### config.mk
export PLATFORM = sky130hd
export DESIGN_NAME = fmxr_top
export DESIGN_NICKNAME = d
export VERILOG_FILES = /design/src/rtl/fmxr_pkg.sv /design/src/rtl/fmxr_node.sv /design/src/rtl/fmxr_lane_mask.sv /design/src/rtl/fmxr_tree.sv /design/src/rtl/fmxr_top.sv
export SDC_FILE = /design/constraint.sdc
export NUM_CORES = 2
export LEC_CHECK = 0
export BUFFER_PORTS_ARGS = -buffer_cell sky130_fd_sc_hd__buf_4
export CAP_MARGIN = 20
export CORE_MARGIN = 2
export CORE_UTILIZATION = 30
export DETAILED_ROUTE_END_ITERATION = 16
export HOLD_SLACK_MARGIN = 0.15
export MAX_ROUTING_LAYER = met4
export PLACE_DENSITY = 0.43
export SYNTH_ARGS = -nofsm -noshare
export SYNTH_HDL_FRONTEND = slang
export SYNTH_SLANG_ARGS = --single-unit
### constraint.sdc
create_clock -name clk_i -period 7.8 [get_ports clk_i]
set_clock_uncertainty 0.1 [all_clocks]
set_input_delay 1.56 -clock clk_i [delete_from_list [all_inputs] [get_ports clk_i]]
set_output_delay 1.56 -clock clk_i [all_outputs]
set_load 0.02 [all_outputs]
### src/rtl/fmxr_pkg.sv
package fmxr_pkg;

    typedef enum logic [1:0] {
        SZ_BAD = 2'd0,
        SZ_H   = 2'd1,
        SZ_S   = 2'd2,
        SZ_D   = 2'd3
    } fmxr_size_e;

    // exponent field width for a lane width
    function automatic int fmxr_expw(input int ew);
        if (ew == 16) return 5;
        else if (ew == 32) return 8;
        else return 11;
    endfunction

    // canonical quiet NaN for a lane width, zero-extended to 64 bits
    function automatic logic [63:0] fmxr_dnan(input int ew);
        int xw;
        int mw;
        logic [63:0] v;
        xw = fmxr_expw(ew);
        mw = ew - 1 - xw;
        v  = ((64'd1 << xw) - 64'd1) << mw;
        v  = v | (64'd1 << (mw - 1));
        return v;
    endfunction

endpackage

### src/rtl/fmxr_node.sv
module fmxr_node
    import fmxr_pkg::*;
#(
    parameter int EW = 32
) (
    input  logic [EW-1:0] a_i,
    input  logic [EW-1:0] b_i,
    input  logic          dn_i,
    output logic [EW-1:0] y_o,
    output logic          inv_o
);

    localparam int XW = fmxr_expw(EW);
    localparam int MW = EW - 1 - XW;
    localparam logic [63:0] DN64 = fmxr_dnan(EW);
    localparam logic [EW-1:0] DNAN = DN64[EW-1:0];
    localparam logic [EW-1:0] QBIT = EW'(1) << (MW - 1);

    logic a_nan, b_nan, a_sig, b_sig;
    logic b_wins;
    logic [EW-1:0] nan_pick;

    assign a_nan = (&a_i[EW-2:MW]) && (|a_i[MW-1:0]);
    assign b_nan = (&b_i[EW-2:MW]) && (|b_i[MW-1:0]);
    assign a_sig = a_nan && !a_i[MW-1];
    assign b_sig = b_nan && !b_i[MW-1];

    // signed ordering of numeric values, -0 below +0, ties keep a
    always_comb begin
        if (a_i[EW-1] != b_i[EW-1]) begin
            b_wins = a_i[EW-1];
        end else if (!a_i[EW-1]) begin
            b_wins = b_i[EW-2:0] > a_i[EW-2:0];
        end else begin
            b_wins = b_i[EW-2:0] < a_i[EW-2:0];
        end
    end

    always_comb begin
        if (a_sig) begin
            nan_pick = a_i;
        end else if (b_sig) begin
            nan_pick = b_i;
        end else if (a_nan) begin
            nan_pick = a_i;
        end else begin
            nan_pick = b_i;
        end
    end

    always_comb begin
        inv_o = a_sig | b_sig;
        if (a_sig || b_sig || (a_nan && b_nan)) begin
            y_o = dn_i ? DNAN : (nan_pick | QBIT);
        end else if (a_nan) begin
            y_o = b_i;
        end else if (b_nan) begin
            y_o = a_i;
        end else begin
            y_o = b_wins ? b_i : a_i;
        end
    end

endmodule

### src/rtl/fmxr_lane_mask.sv
module fmxr_lane_mask
    import fmxr_pkg::*;
#(
    parameter int VW = 256,
    parameter int EW = 32
) (
    input  logic [VW-1:0]   vec_i,
    input  logic [VW/8-1:0] pred_i,
    output logic [VW-1:0]   lanes_o
);

    localparam int NL  = VW / EW;
    localparam int BPL = EW / 8;
    localparam logic [63:0] DN64 = fmxr_dnan(EW);
    localparam logic [EW-1:0] DNAN = DN64[EW-1:0];

    logic [NL-1:0] act;
    logic          any_act;
    logic [VW-1:0] opnd;
    logic          unused_pred;

    // the bytes above a lane's lowest one do not govern it
    assign unused_pred = ^pred_i;

    for (genvar gi = 0; gi < NL; gi++) begin : g_act
        assign act[gi] = pred_i[gi*BPL];
    end

    assign any_act = |act;
    assign opnd    = any_act ? vec_i : '0;

    for (genvar gi = 0; gi < NL; gi++) begin : g_lane
        assign lanes_o[gi*EW +: EW] = act[gi] ? opnd[gi*EW +: EW] : DNAN;
    end

endmodule

### src/rtl/fmxr_tree.sv
module fmxr_tree
    import fmxr_pkg::*;
#(
    parameter int VW   = 256,
    parameter int EW   = 32,
    parameter bit PIPE = 1'b1,
    parameter int STG  = 4
) (
    input  logic            clk_i,
    input  logic            rst_ni,
    input  logic [VW-1:0]   vec_i,
    input  logic [VW/8-1:0] pred_i,
    input  logic            dn_i,
    output logic [EW-1:0]   res_o,
    output logic            inv_o
);

    localparam int NL  = VW / EW;
    localparam int LEV = $clog2(NL);
    localparam int PAD = PIPE ? (STG - LEV) : 0;

    logic [VW-1:0] lanes;
    logic [EW-1:0] lv_out;
    logic          lv_inv;

    fmxr_lane_mask #(.VW(VW), .EW(EW)) u_mask (
        .vec_i   (vec_i),
        .pred_i  (pred_i),
        .lanes_o (lanes)
    );

    for (genvar l = 0; l < LEV; l++) begin : g_lev
        localparam int NI = NL >> l;
        localparam int NO = NI / 2;

        logic [NI*EW-1:0] cur;
        logic             cur_inv;
        logic             cur_dn;
        logic [NO*EW-1:0] nxt;
        logic [NO-1:0]    ninv;
        logic [NO*EW-1:0] q_val;
        logic             q_inv;
        logic             q_dn;

        if (l == 0) begin : g_src
            assign cur     = lanes;
            assign cur_inv = 1'b0;
            assign cur_dn  = dn_i;
        end else begin : g_src
            assign cur     = g_lev[l-1].q_val;
            assign cur_inv = g_lev[l-1].q_inv;
            assign cur_dn  = g_lev[l-1].q_dn;
        end

        for (genvar j = 0; j < NO; j++) begin : g_node
            fmxr_node #(.EW(EW)) u_node (
                .a_i   (cur[(2*j)*EW +: EW]),
                .b_i   (cur[(2*j+1)*EW +: EW]),
                .dn_i  (cur_dn),
                .y_o   (nxt[j*EW +: EW]),
                .inv_o (ninv[j])
            );
        end

        if (PIPE) begin : g_q
            always_ff @(posedge clk_i or negedge rst_ni) begin
                if (!rst_ni) begin
                    q_val <= '0;
                    q_inv <= 1'b0;
                    q_dn  <= 1'b0;
                end else begin
                    q_val <= nxt;
                    q_inv <= cur_inv | (|ninv);
                    q_dn  <= cur_dn;
                end
            end
        end else begin : g_q
            assign q_val = nxt;
            assign q_inv = cur_inv | (|ninv);
            assign q_dn  = cur_dn;
        end
    end

    if (LEV == 0) begin : g_tail
        logic unused_dn;
        assign unused_dn = dn_i;
        assign lv_out    = lanes[EW-1:0];
        assign lv_inv    = 1'b0;
    end else begin : g_tail
        logic unused_dn;
        assign unused_dn = g_lev[LEV-1].q_dn;
        assign lv_out    = g_lev[LEV-1].q_val;
        assign lv_inv    = g_lev[LEV-1].q_inv;
    end

    // delay stages so that every lane size shares one latency
    for (genvar p = 0; p < PAD; p++) begin : g_pad
        logic [EW-1:0] src_v, pv;
        logic          src_i, pi;
        if (p == 0) begin : g_src
            assign src_v = lv_out;
            assign src_i = lv_inv;
        end else begin : g_src
            assign src_v = g_pad[p-1].pv;
            assign src_i = g_pad[p-1].pi;
        end
        always_ff @(posedge clk_i or negedge rst_ni) begin
            if (!rst_ni) begin
                pv <= '0;
                pi <= 1'b0;
            end else begin
                pv <= src_v;
                pi <= src_i;
            end
        end
    end

    if (PAD > 0) begin : g_out
        assign res_o = g_pad[PAD-1].pv;
        assign inv_o = g_pad[PAD-1].pi;
    end else begin : g_out
        assign res_o = lv_out;
        assign inv_o = lv_inv;
    end

endmodule

### src/rtl/fmxr_top.sv
module fmxr_top
    import fmxr_pkg::*;
#(
    parameter int VW   = 256,
    parameter bit PIPE = 1'b1
) (
    input  logic            clk_i,
    input  logic            rst_ni,
    input  logic [VW-1:0]   vec_i,
    input  logic [VW/8-1:0] pred_i,
    input  logic [1:0]      size_i,
    input  logic            dn_i,
    output logic [63:0]     res_o,
    output logic            inv_o,
    output logic            undef_o
);

    localparam int STG = $clog2(VW / 16);
    localparam int LAT = PIPE ? STG : 0;

    logic [1:0] sz_q;

    for (genvar gs = 0; gs < 3; gs++) begin : g_sz
        localparam int EW = 16 << gs;
        logic [EW-1:0] r;
        logic          iv;
        logic [63:0]   rz;

        fmxr_tree #(.VW(VW), .EW(EW), .PIPE(PIPE), .STG(STG)) u_tree (
            .clk_i  (clk_i),
            .rst_ni (rst_ni),
            .vec_i  (vec_i),
            .pred_i (pred_i),
            .dn_i   (dn_i),
            .res_o  (r),
            .inv_o  (iv)
        );

        assign rz = 64'(r);
    end

    if (LAT > 0) begin : g_dly
        logic [1:0] sz_d [LAT];
        always_ff @(posedge clk_i or negedge rst_ni) begin
            if (!rst_ni) begin
                for (int i = 0; i < LAT; i++) sz_d[i] <= SZ_D;
            end else begin
                sz_d[0] <= size_i;
                for (int i = 1; i < LAT; i++) sz_d[i] <= sz_d[i-1];
            end
        end
        assign sz_q = sz_d[LAT-1];
    end else begin : g_dly
        logic unused_clk;
        assign unused_clk = clk_i ^ rst_ni;
        assign sz_q = size_i;
    end

    always_comb begin
        res_o   = '0;
        inv_o   = 1'b0;
        undef_o = 1'b0;
        unique case (fmxr_size_e'(sz_q))
            SZ_H: begin
                res_o = g_sz[0].rz;
                inv_o = g_sz[0].iv;
            end
            SZ_S: begin
                res_o = g_sz[1].rz;
                inv_o = g_sz[1].iv;
            end
            SZ_D: begin
                res_o = g_sz[2].rz;
                inv_o = g_sz[2].iv;
            end
            SZ_BAD: begin
                undef_o = 1'b1;
            end
        endcase
    end

endmodule

Yosys cells after proc, flatten, opt, wreduce, memory -nomap -nowiden
Index checks and enable logic that the tools add are counted.
{"block": "word_totals", "latchBits": 0, "in_bits": 293, "output_inout_bits": 66, "romBits": 0, "elab_cells": 759, "reg_bits": 839, "memories": 0, "ram_bits": 0}
{"block": "classes", "add_sub_neg": 0, "shift": 0, "n_reduce_logical": 335, "mul": 0, "muxes": 284, "n_lt_le_gt_ge": 50, "bitwise": 31, "n_div": 0, "eq_ne": 28}
{"operator": "16-bit two-way mux", "count": 136}
{"operator": "32-bit two-way mux", "count": 64}
{"operator": "64-bit two-way mux", "count": 28}
{"operator": "256-bit two-way mux", "count": 3}
{"operator": "23-bit OR reduction", "count": 14}
{"operator": "52-bit OR reduction", "count": 6}
{"operator": "10-bit OR reduction", "count": 30}
{"operator": "15-bit > comparator", "count": 15}
{"operator": "15-bit < comparator", "count": 15}
{"operator": "31-bit > comparator", "count": 7}
{"operator": "31-bit < comparator", "count": 7}
{"operator": "64-bit one-hot mux with 3 select lines", "count": 1}
{"operator": "63-bit > comparator", "count": 3}
{"operator": "63-bit < comparator", "count": 3}
{"operator": "5-bit AND reduction", "count": 30}
{"operator": "1-bit logical AND", "count": 125}
{"operator": "8-bit AND reduction", "count": 14}
{"operator": "11-bit AND reduction", "count": 6}
{"operator": "1-bit two-way mux", "count": 51}
{"operator": "1-bit logical NOT", "count": 50}
{"operator": "1-bit logical OR", "count": 50}
{"operator": "1-bit OR", "count": 31}
{"operator": "1-bit inequality test", "count": 25}
{"operator": "16-bit OR reduction", "count": 1}
{"operator": "7 further kinds", "count": 13}

Depth between registers and ports, before layout
{"block": "depth", "depth_word": 10, "mapped_depth": 23, "depth_no_buf": 16}

Modules after synthesis
From an unflattened synthesis, not the netlist that was laid out.
{"block": "hier_totals", "cells_unflattened": 6694, "area_unflattened_um2": 62110.8}
{"module": "fmxr_node at g_sz[0].u_tree.g_lev[0].g_node[0].u_node ...", "area_per_inst_um2": 920.9, "seq_area_each_um2": 0.0, "cells_per_inst": 122, "n_inst": 15}
{"module": "fmxr_node at g_sz[2].u_tree.g_lev[0].g_node[0].u_node ...", "area_per_inst_um2": 2834.0, "seq_area_each_um2": 0.0, "cells_per_inst": 403, "n_inst": 3}
{"module": "fmxr_tree at g_sz[2].u_tree", "area_per_inst_um2": 8145.3, "seq_area_each_um2": 8132.8, "cells_per_inst": 327, "n_inst": 1}
{"module": "fmxr_tree at g_sz[1].u_tree", "area_per_inst_um2": 6576.3, "seq_area_each_um2": 6556.3, "cells_per_inst": 265, "n_inst": 1}
{"module": "fmxr_node at g_sz[1].u_tree.g_lev[0].g_node[3].u_node ...", "area_per_inst_um2": 1635.3, "seq_area_each_um2": 0.0, "cells_per_inst": 227, "n_inst": 4}
{"module": "fmxr_tree at g_sz[0].u_tree", "area_per_inst_um2": 6222.2, "seq_area_each_um2": 6180.9, "cells_per_inst": 255, "n_inst": 1}
{"module": "fmxr_node at g_sz[1].u_tree.g_lev[0].g_node[0].u_node ...", "area_per_inst_um2": 1915.6, "seq_area_each_um2": 0.0, "cells_per_inst": 291, "n_inst": 3}
{"module": "fmxr_lane_mask at g_sz[1].u_tree.u_mask ...", "area_per_inst_um2": 1741.7, "seq_area_each_um2": 0.0, "cells_per_inst": 280, "n_inst": 2}
{"module": "fmxr_lane_mask at g_sz[0].u_tree.u_mask", "area_per_inst_um2": 1956.9, "seq_area_each_um2": 0.0, "cells_per_inst": 343, "n_inst": 1}
{"module": "fmxr_top", "area_per_inst_um2": 1123.6, "seq_area_each_um2": 210.2, "cells_per_inst": 124, "n_inst": 1}

Worst setup path after synthesis
Ideal clock, no wire load.
{"block": "synth_path", "path_type": "input to register", "from": "input pred_i[0]", "to": "register g_sz[2].u_tree.g_lev[0].q_val[10]", "path_stages": 17, "setup_time_ps": 133, "setup_slack_ps": 2262, "n_path_buf": 6, "t_required_ps": 7567, "arrival_ps": 5306, "cell_sequence": "clkbuf_1 -> clkbuf_1 -> clkbuf_1 -> clkbuf_1 -> buf_1 -> nand2_1 -> ha_1 -> nand4_1 -> nor4_1 -> nand3_1 -> a211oi_1 -> nor4_1 -> a211oi_2 -> nand2_1 -> a21oi_1 -> buf_2 -> o22ai_1"}
{"block": "synth_between", "elab_chain_cells": 10, "word_cells_on_any_way": 30, "cone_classes": "order compare (2); eq/ne (1); mux (13); reduce/logical (14)"}
{"element": "from (decl)", "line_no": "fmxr_top.sv:10", "rtl": "input logic [VW/8-1:0] pred_i,"}
{"element": "4-bit OR reduction", "line_no": "fmxr_lane_mask.sv:29", "rtl": "assign any_act = |act;"}
{"element": "256-bit two-way mux", "line_no": "fmxr_lane_mask.sv:30", "rtl": "assign opnd = any_act ? vec_i : '0;"}
{"element": "64-bit two-way mux", "line_no": "fmxr_lane_mask.sv:33", "rtl": "assign lanes_o[gi*EW +: EW] = act[gi] ? opnd[gi*EW +: EW] : DNAN;"}
{"element": "63-bit > comparator, or another cell as far along", "line_no": "fmxr_node.sv:33", "rtl": "b_wins = b_i[EW-2:0] > a_i[EW-2:0];"}
{"element": "1-bit two-way mux, or another cell as far along", "line_no": "fmxr_node.sv:32", "rtl": "end else if (!a_i[EW-1]) begin"}
{"element": "1-bit two-way mux, or another cell as far along", "line_no": "fmxr_node.sv:30", "rtl": "if (a_i[EW-1] != b_i[EW-1]) begin"}
{"element": "64-bit two-way mux, on equally long branches", "line_no": "fmxr_node.sv:60, fmxr_node.sv:42"}
{"element": "64-bit two-way mux, on equally long branches", "line_no": "fmxr_node.sv:57, fmxr_node.sv:40"}
{"element": "64-bit two-way mux, on equally long branches", "line_no": "fmxr_node.sv:55, fmxr_node.sv:54"}
{"element": "64-bit two-way mux (*)", "line_no": "fmxr_node.sv:53", "rtl": "if (a_sig || b_sig || (a_nan && b_nan)) begin"}
{"element": "net g_sz[2].u_tree.g_lev[0].g_node[0].u_node.y_o[10]", "line_no": "fmxr_node.sv:9", "rtl": "output logic [EW-1:0] y_o,"}
{"element": "to (signal assigned)", "line_no": "fmxr_tree.sv:72", "rtl": "q_val <= nxt;"}
{"element": "to (decl)", "line_no": "fmxr_tree.sv:41", "rtl": "logic [NO*EW-1:0] q_val;"}
The timed path passes the listed nets; every way through them passes the cells marked *.

Worst setup path in the final report
{"block": "layout_path", "from": "input pred_i[0]", "to": "register g_sz[1].u_tree.g_lev[0].q_val[28]"}
{"block": "layout_between", "elab_chain_cells": 10, "word_cells_on_any_way": 30, "cone_classes": "order compare (2); eq/ne (1); mux (13); reduce/logical (14)"}
{"element": "8-bit OR reduction", "line_no": "fmxr_lane_mask.sv:29"}
{"element": "256-bit two-way mux", "line_no": "fmxr_lane_mask.sv:30"}
{"element": "32-bit two-way mux", "line_no": "fmxr_lane_mask.sv:33"}
{"element": "31-bit > comparator, or another cell as far along", "line_no": "fmxr_node.sv:33"}
{"element": "1-bit two-way mux, or another cell as far along", "line_no": "fmxr_node.sv:32"}
{"element": "1-bit two-way mux, or another cell as far along", "line_no": "fmxr_node.sv:30"}
{"element": "32-bit two-way mux, on equally long branches", "line_no": "fmxr_node.sv:60, fmxr_node.sv:42"}
{"element": "32-bit two-way mux, on equally long branches", "line_no": "fmxr_node.sv:57, fmxr_node.sv:40"}
{"element": "32-bit two-way mux, on equally long branches", "line_no": "fmxr_node.sv:55, fmxr_node.sv:54"}
{"element": "32-bit two-way mux (*)", "line_no": "fmxr_node.sv:53"}
{"element": "net g_sz[1].u_tree.g_lev[0].g_node[0].u_node.y_o[28]", "line_no": "fmxr_node.sv:9"}
{"element": "to (signal assigned)", "line_no": "fmxr_tree.sv:72"}
{"element": "to (decl)", "line_no": "fmxr_tree.sv:41"}
Marks and branches as above.

==> summary.md <==
| Metric | Value |
|---|---|
| Status | `completed` |
| Area Overhead vs Synth | `15.8%` |
| Asr flop ratio synth | `100%` |
| Critical Path AT | `6.56 ns` |
| Adder-Cell Fraction of Synth Area | `14.7%` |
| Cts hold-fix bufs | `0` |
| Cell count of the worst hold path | `0` |
| Met2 Use GR | `40.7%` |
| CP startpoint kind | `input pin` |
| CTS max path bufs | `3` |
| Met3 GRT Util | `5.24%` |
| GPL Wtd Cong | `0.991` |
| Port-buffer cells | `342` |
| Post-CTS Setup Inserts | `0` |
| CTS tree | `done` |
| Worst-path clk slew | `0.06 ns` |
| Largest family of logic cells by synthesized area | `compound AO/OA/AOI/OAI gates` |
| Max cap viols | `0` |
| Tot Pwr | `16.3 mW` |
| CTS Sinks | `839` |
| Share of layout cells above drive strength 1 | `10.7%` |
| Num rows | `156` |
| Core area | `0.181 mm²` |
| Total GRT Usage | `28.0%` |
| Final hold violations | `0` |
| Root Buffer | `clkbuf_16` |
| Reg2Reg Capture Point | `g_sz[2].u_tree.g_lev[1].q_val[31]` |
| Post_cts resized | `0` |
| Clk_lat worst skew | `0.72 ns` |
| Nets | `7198` |
| First-pass GRT wire length | `362000 µm` |
| Fin. max-slew vios | `0` |
| I/O pins | `359` |
| Vias post-DR | `49419` |
| GRT overflow | `0` |
| Slew @ Worst Pin | `1.11 ns` |
| Static Leak | `30.0 nW` |
| Effective utilization at floorplan | `30.2%` |
| Crit end category | `flip-flop` |
| Worst EP required | `8.33 ns` |
| Ys flop type | `dfrtp_1` |
| Drt wl/cell | `29.7 µm` |
| DRC viols | `0` |
| Minimum clock period | `6.03 ns` |
| Post-synth top cells | `dfrtp_1, ha_1, nand2_1` |
| Syn_area_per_cell | `9.16 µm²` |
| R2r startpoint | `g_sz[2].u_tree.g_lev[0].q_val[32]` |
| Die Ht | `431 µm` |
| Critical Path Fanout Max | `31` |
| Max_slew headroom | `25.6%` |
| Hold Path End | `g_sz[2].u_tree.res_o[16]` |
| Post-synthesis mux area share | `3.45%` |
| Reg-to-reg slack, setup | `3.61 ns` |
| RSZ-0062 raised after global routing | `no` |
| Most common cell in the netlist | `dfrtp_1` |
| Setup CP Type | `in2reg` |
| Synth area leaders | `dfrtp_1, ha_1, nand2_1, a22o_1, inv_1` |
| Register area share after synthesis | `38.4%` |
| Syn Std Cell Area | `0.0548 mm²` |
| Post-DP HPWL | `205000 µm` |
| Synth Area in XOR/XNOR | `0%` |
| Netlist cell types | `95` |
| Vias in the first global route | `47854` |
| Simple-gate share of the synthesized area | `19.2%` |
| Grt met1 use | `38.9%` |
| CTS buffer count | `93` |
| Filler instances | `18601` |
| Hold Crit Class | `reg2reg` |
| H-Tree Depth | `3` |
| Post-synthesis compound-gate area fraction | `19.4%` |
| #FFs+latches synth | `839` |
| DR vias/cell | `5.67` |
| GRT Max-Usage Layer | `met2` |
| Cells on worst reg2reg path | `11` |
| Initial antenna violation count | `43` |
| Final setup vio count | `0` |
| Cells after Synth | `5981` |
| Die area | `0.186 mm²` |
| Worst IR drop on VDD | `0.000175 V` |
| Syn_nets | `6916` |
| HP Start | `g_sz[2].u_tree.g_pad[0].pv[16]` |
| Fin crit share | `77.3%` |
| Warning count from the yosys run | `0` |
| Top-area cell type share of the netlist area | `38.0%` |
| Cell taking the most area after synthesis | `dfrtp_1` |
| Post-route ant nets | `0` |
| Iteration-0 DRC Markers | `5398` |
| Pin count of the biggest net entering global routing | `179` |
| Setup TNS | `0 ns` |
| EDFF count, synth | `0` |
| TritonRoute pass-1 iters | `6` |
| Chip width | `431 µm` |
| Max Fclk | `166 MHz` |
| P per Cell Area | `257 mW/mm²` |
| Final wirelength | `259000 µm` |
-- state kept, by name, indices dropped and copies added, names as in the netlist --
name	cells
g_sz.u_tree.g_lev.q_val	640
g_sz.u_tree.g_pad.pv	64
g_sz.u_tree.g_lev.q_dn	3
g_sz.u_tree.g_pad.pi	1
g_dly.sz_d	6
sz_q	2
g_sz.u_tree.g_lev.q_inv	8
g_sz.u_tree.res_o	112
g_sz.u_tree.inv_o	3
-- kinds of logic after synthesis --
family                     count (synthesis)
DFF                                      839
muxes                                    184
buffers and inverters                    706
and+or+nand+nor                         2075
adders and majority gates                642
AOI/OAI and AO/OA                       1535
-- routing by layer --
layer,routed length [µm],share of wire [%]
met1,118000,46
met4,10400,4.0
met2,111000,43
met5,0,0
met3,19500,7.5
-- worst max-delay path by stage --
stage / start / endpoint / slack, ns / cells past startpoint
floorplan: pred_i[0] / g_sz[2].u_tree.g_lev[0].q_val[10] / 2.26 / 17
CTS: vec_i[21] / g_sz[1].u_tree.g_lev[0].q_val[28] / 2.12 / 14
global placement: pred_i[0] / g_sz[1].u_tree.g_lev[0].q_val[30] / 1.40 / 16
finish: pred_i[0] / g_sz[1].u_tree.g_lev[0].q_val[28] / 1.77 / 16
detailed placement: vec_i[21] / g_sz[1].u_tree.g_lev[0].q_val[28] / 1.38 / 14
global route: pred_i[0] / g_sz[1].u_tree.g_lev[0].q_val[28] / 1.73 / 16
-- final cells by class --
cell class                 count  area [µm²]  share of cell area, %
clock inverter                42         694                   1.09
inverter                     465        1750                   2.75
tap                         2370        2970                   4.68
sequential                   839       21000                   33.1
clock buffer                 121        2600                   4.10
multi-input combinational   4436       31100                   49.0
timing repair buffer         428        3300                   5.20
antenna                       12        30.0                 0.0473
-- per-stage QoR --
stage	instance area (µm²)	worst slack [ns]	hold slack, ns	util (%)	instances
finish	63400	1.77	0.239	35.0	8713
floorplan	54800	2.26	0.231	-	5981
global placement	60100	1.40	0.233	33.2	8535
detailed placement	60100	1.38	0.235	33.2	8536
CTS	63400	2.12	0.227	35.0	8699
global route	63400	1.73	0.238	35.0	8705
-- power breakdown --
group	internal (mW)	leakage (nW)	switching, mW
combinational	2.07	18.3	3.52
sequential	5.23	10.2	0.773
clock	2.86	1.59	1.86
-- critical path: stages --
cell      delay (ns)
buf_4           0.33
nand2b_1        0.22
inv_1           0.22
nand2_1         0.07
nor4_1          0.65
nor2_1          0.41
nor2_1          0.19
ha_1            0.17
nand3_1         0.12
nor4_1          0.66
and4_1          0.31
o21ai_0         0.11
mux2i_1         0.13
mux2_2          0.40
a31oi_1         0.65
o221a_2         0.32
-- cells in the final DEF, fill, tap and decap left out, types with 19 or more instances in the layout --
cell type | synthesis | layout
a211oi_1 | 25 | 25
a21boi_0 | 24 | 24
a21o_1 | 111 | 111
a21oi_1 | 317 | 316
a22o_1 | 207 | 207
a31oi_1 | 42 | 40
and2_1 | 182 | 182
and3_1 | 57 | 57
and4_1 | 25 | 25
buf_4 | 2 | 419
clkbuf_16 | 0 | 94
dfrtp_1 | 831 | 831
ha_1 | 642 | 642
inv_1 | 462 | 462
mux2_2 | 26 | 26
mux2i_1 | 157 | 157
nand2_1 | 618 | 618
nand2b_1 | 136 | 136
nand3_1 | 136 | 136
nand4_1 | 167 | 167
nor2_1 | 310 | 310
nor2b_1 | 102 | 102
nor3_1 | 108 | 108
nor4_1 | 143 | 143
o211ai_1 | 35 | 35
o21a_1 | 38 | 37
o21ai_0 | 224 | 221
o21ai_1 | 17 | 19
o22a_1 | 36 | 36
o22ai_1 | 164 | 164
o2bb2ai_1 | 117 | 117
o31ai_1 | 31 | 30
or3_1 | 19 | 19
or4_1 | 29 | 29
Note: power is estimated with default switching activity, not from simulation.
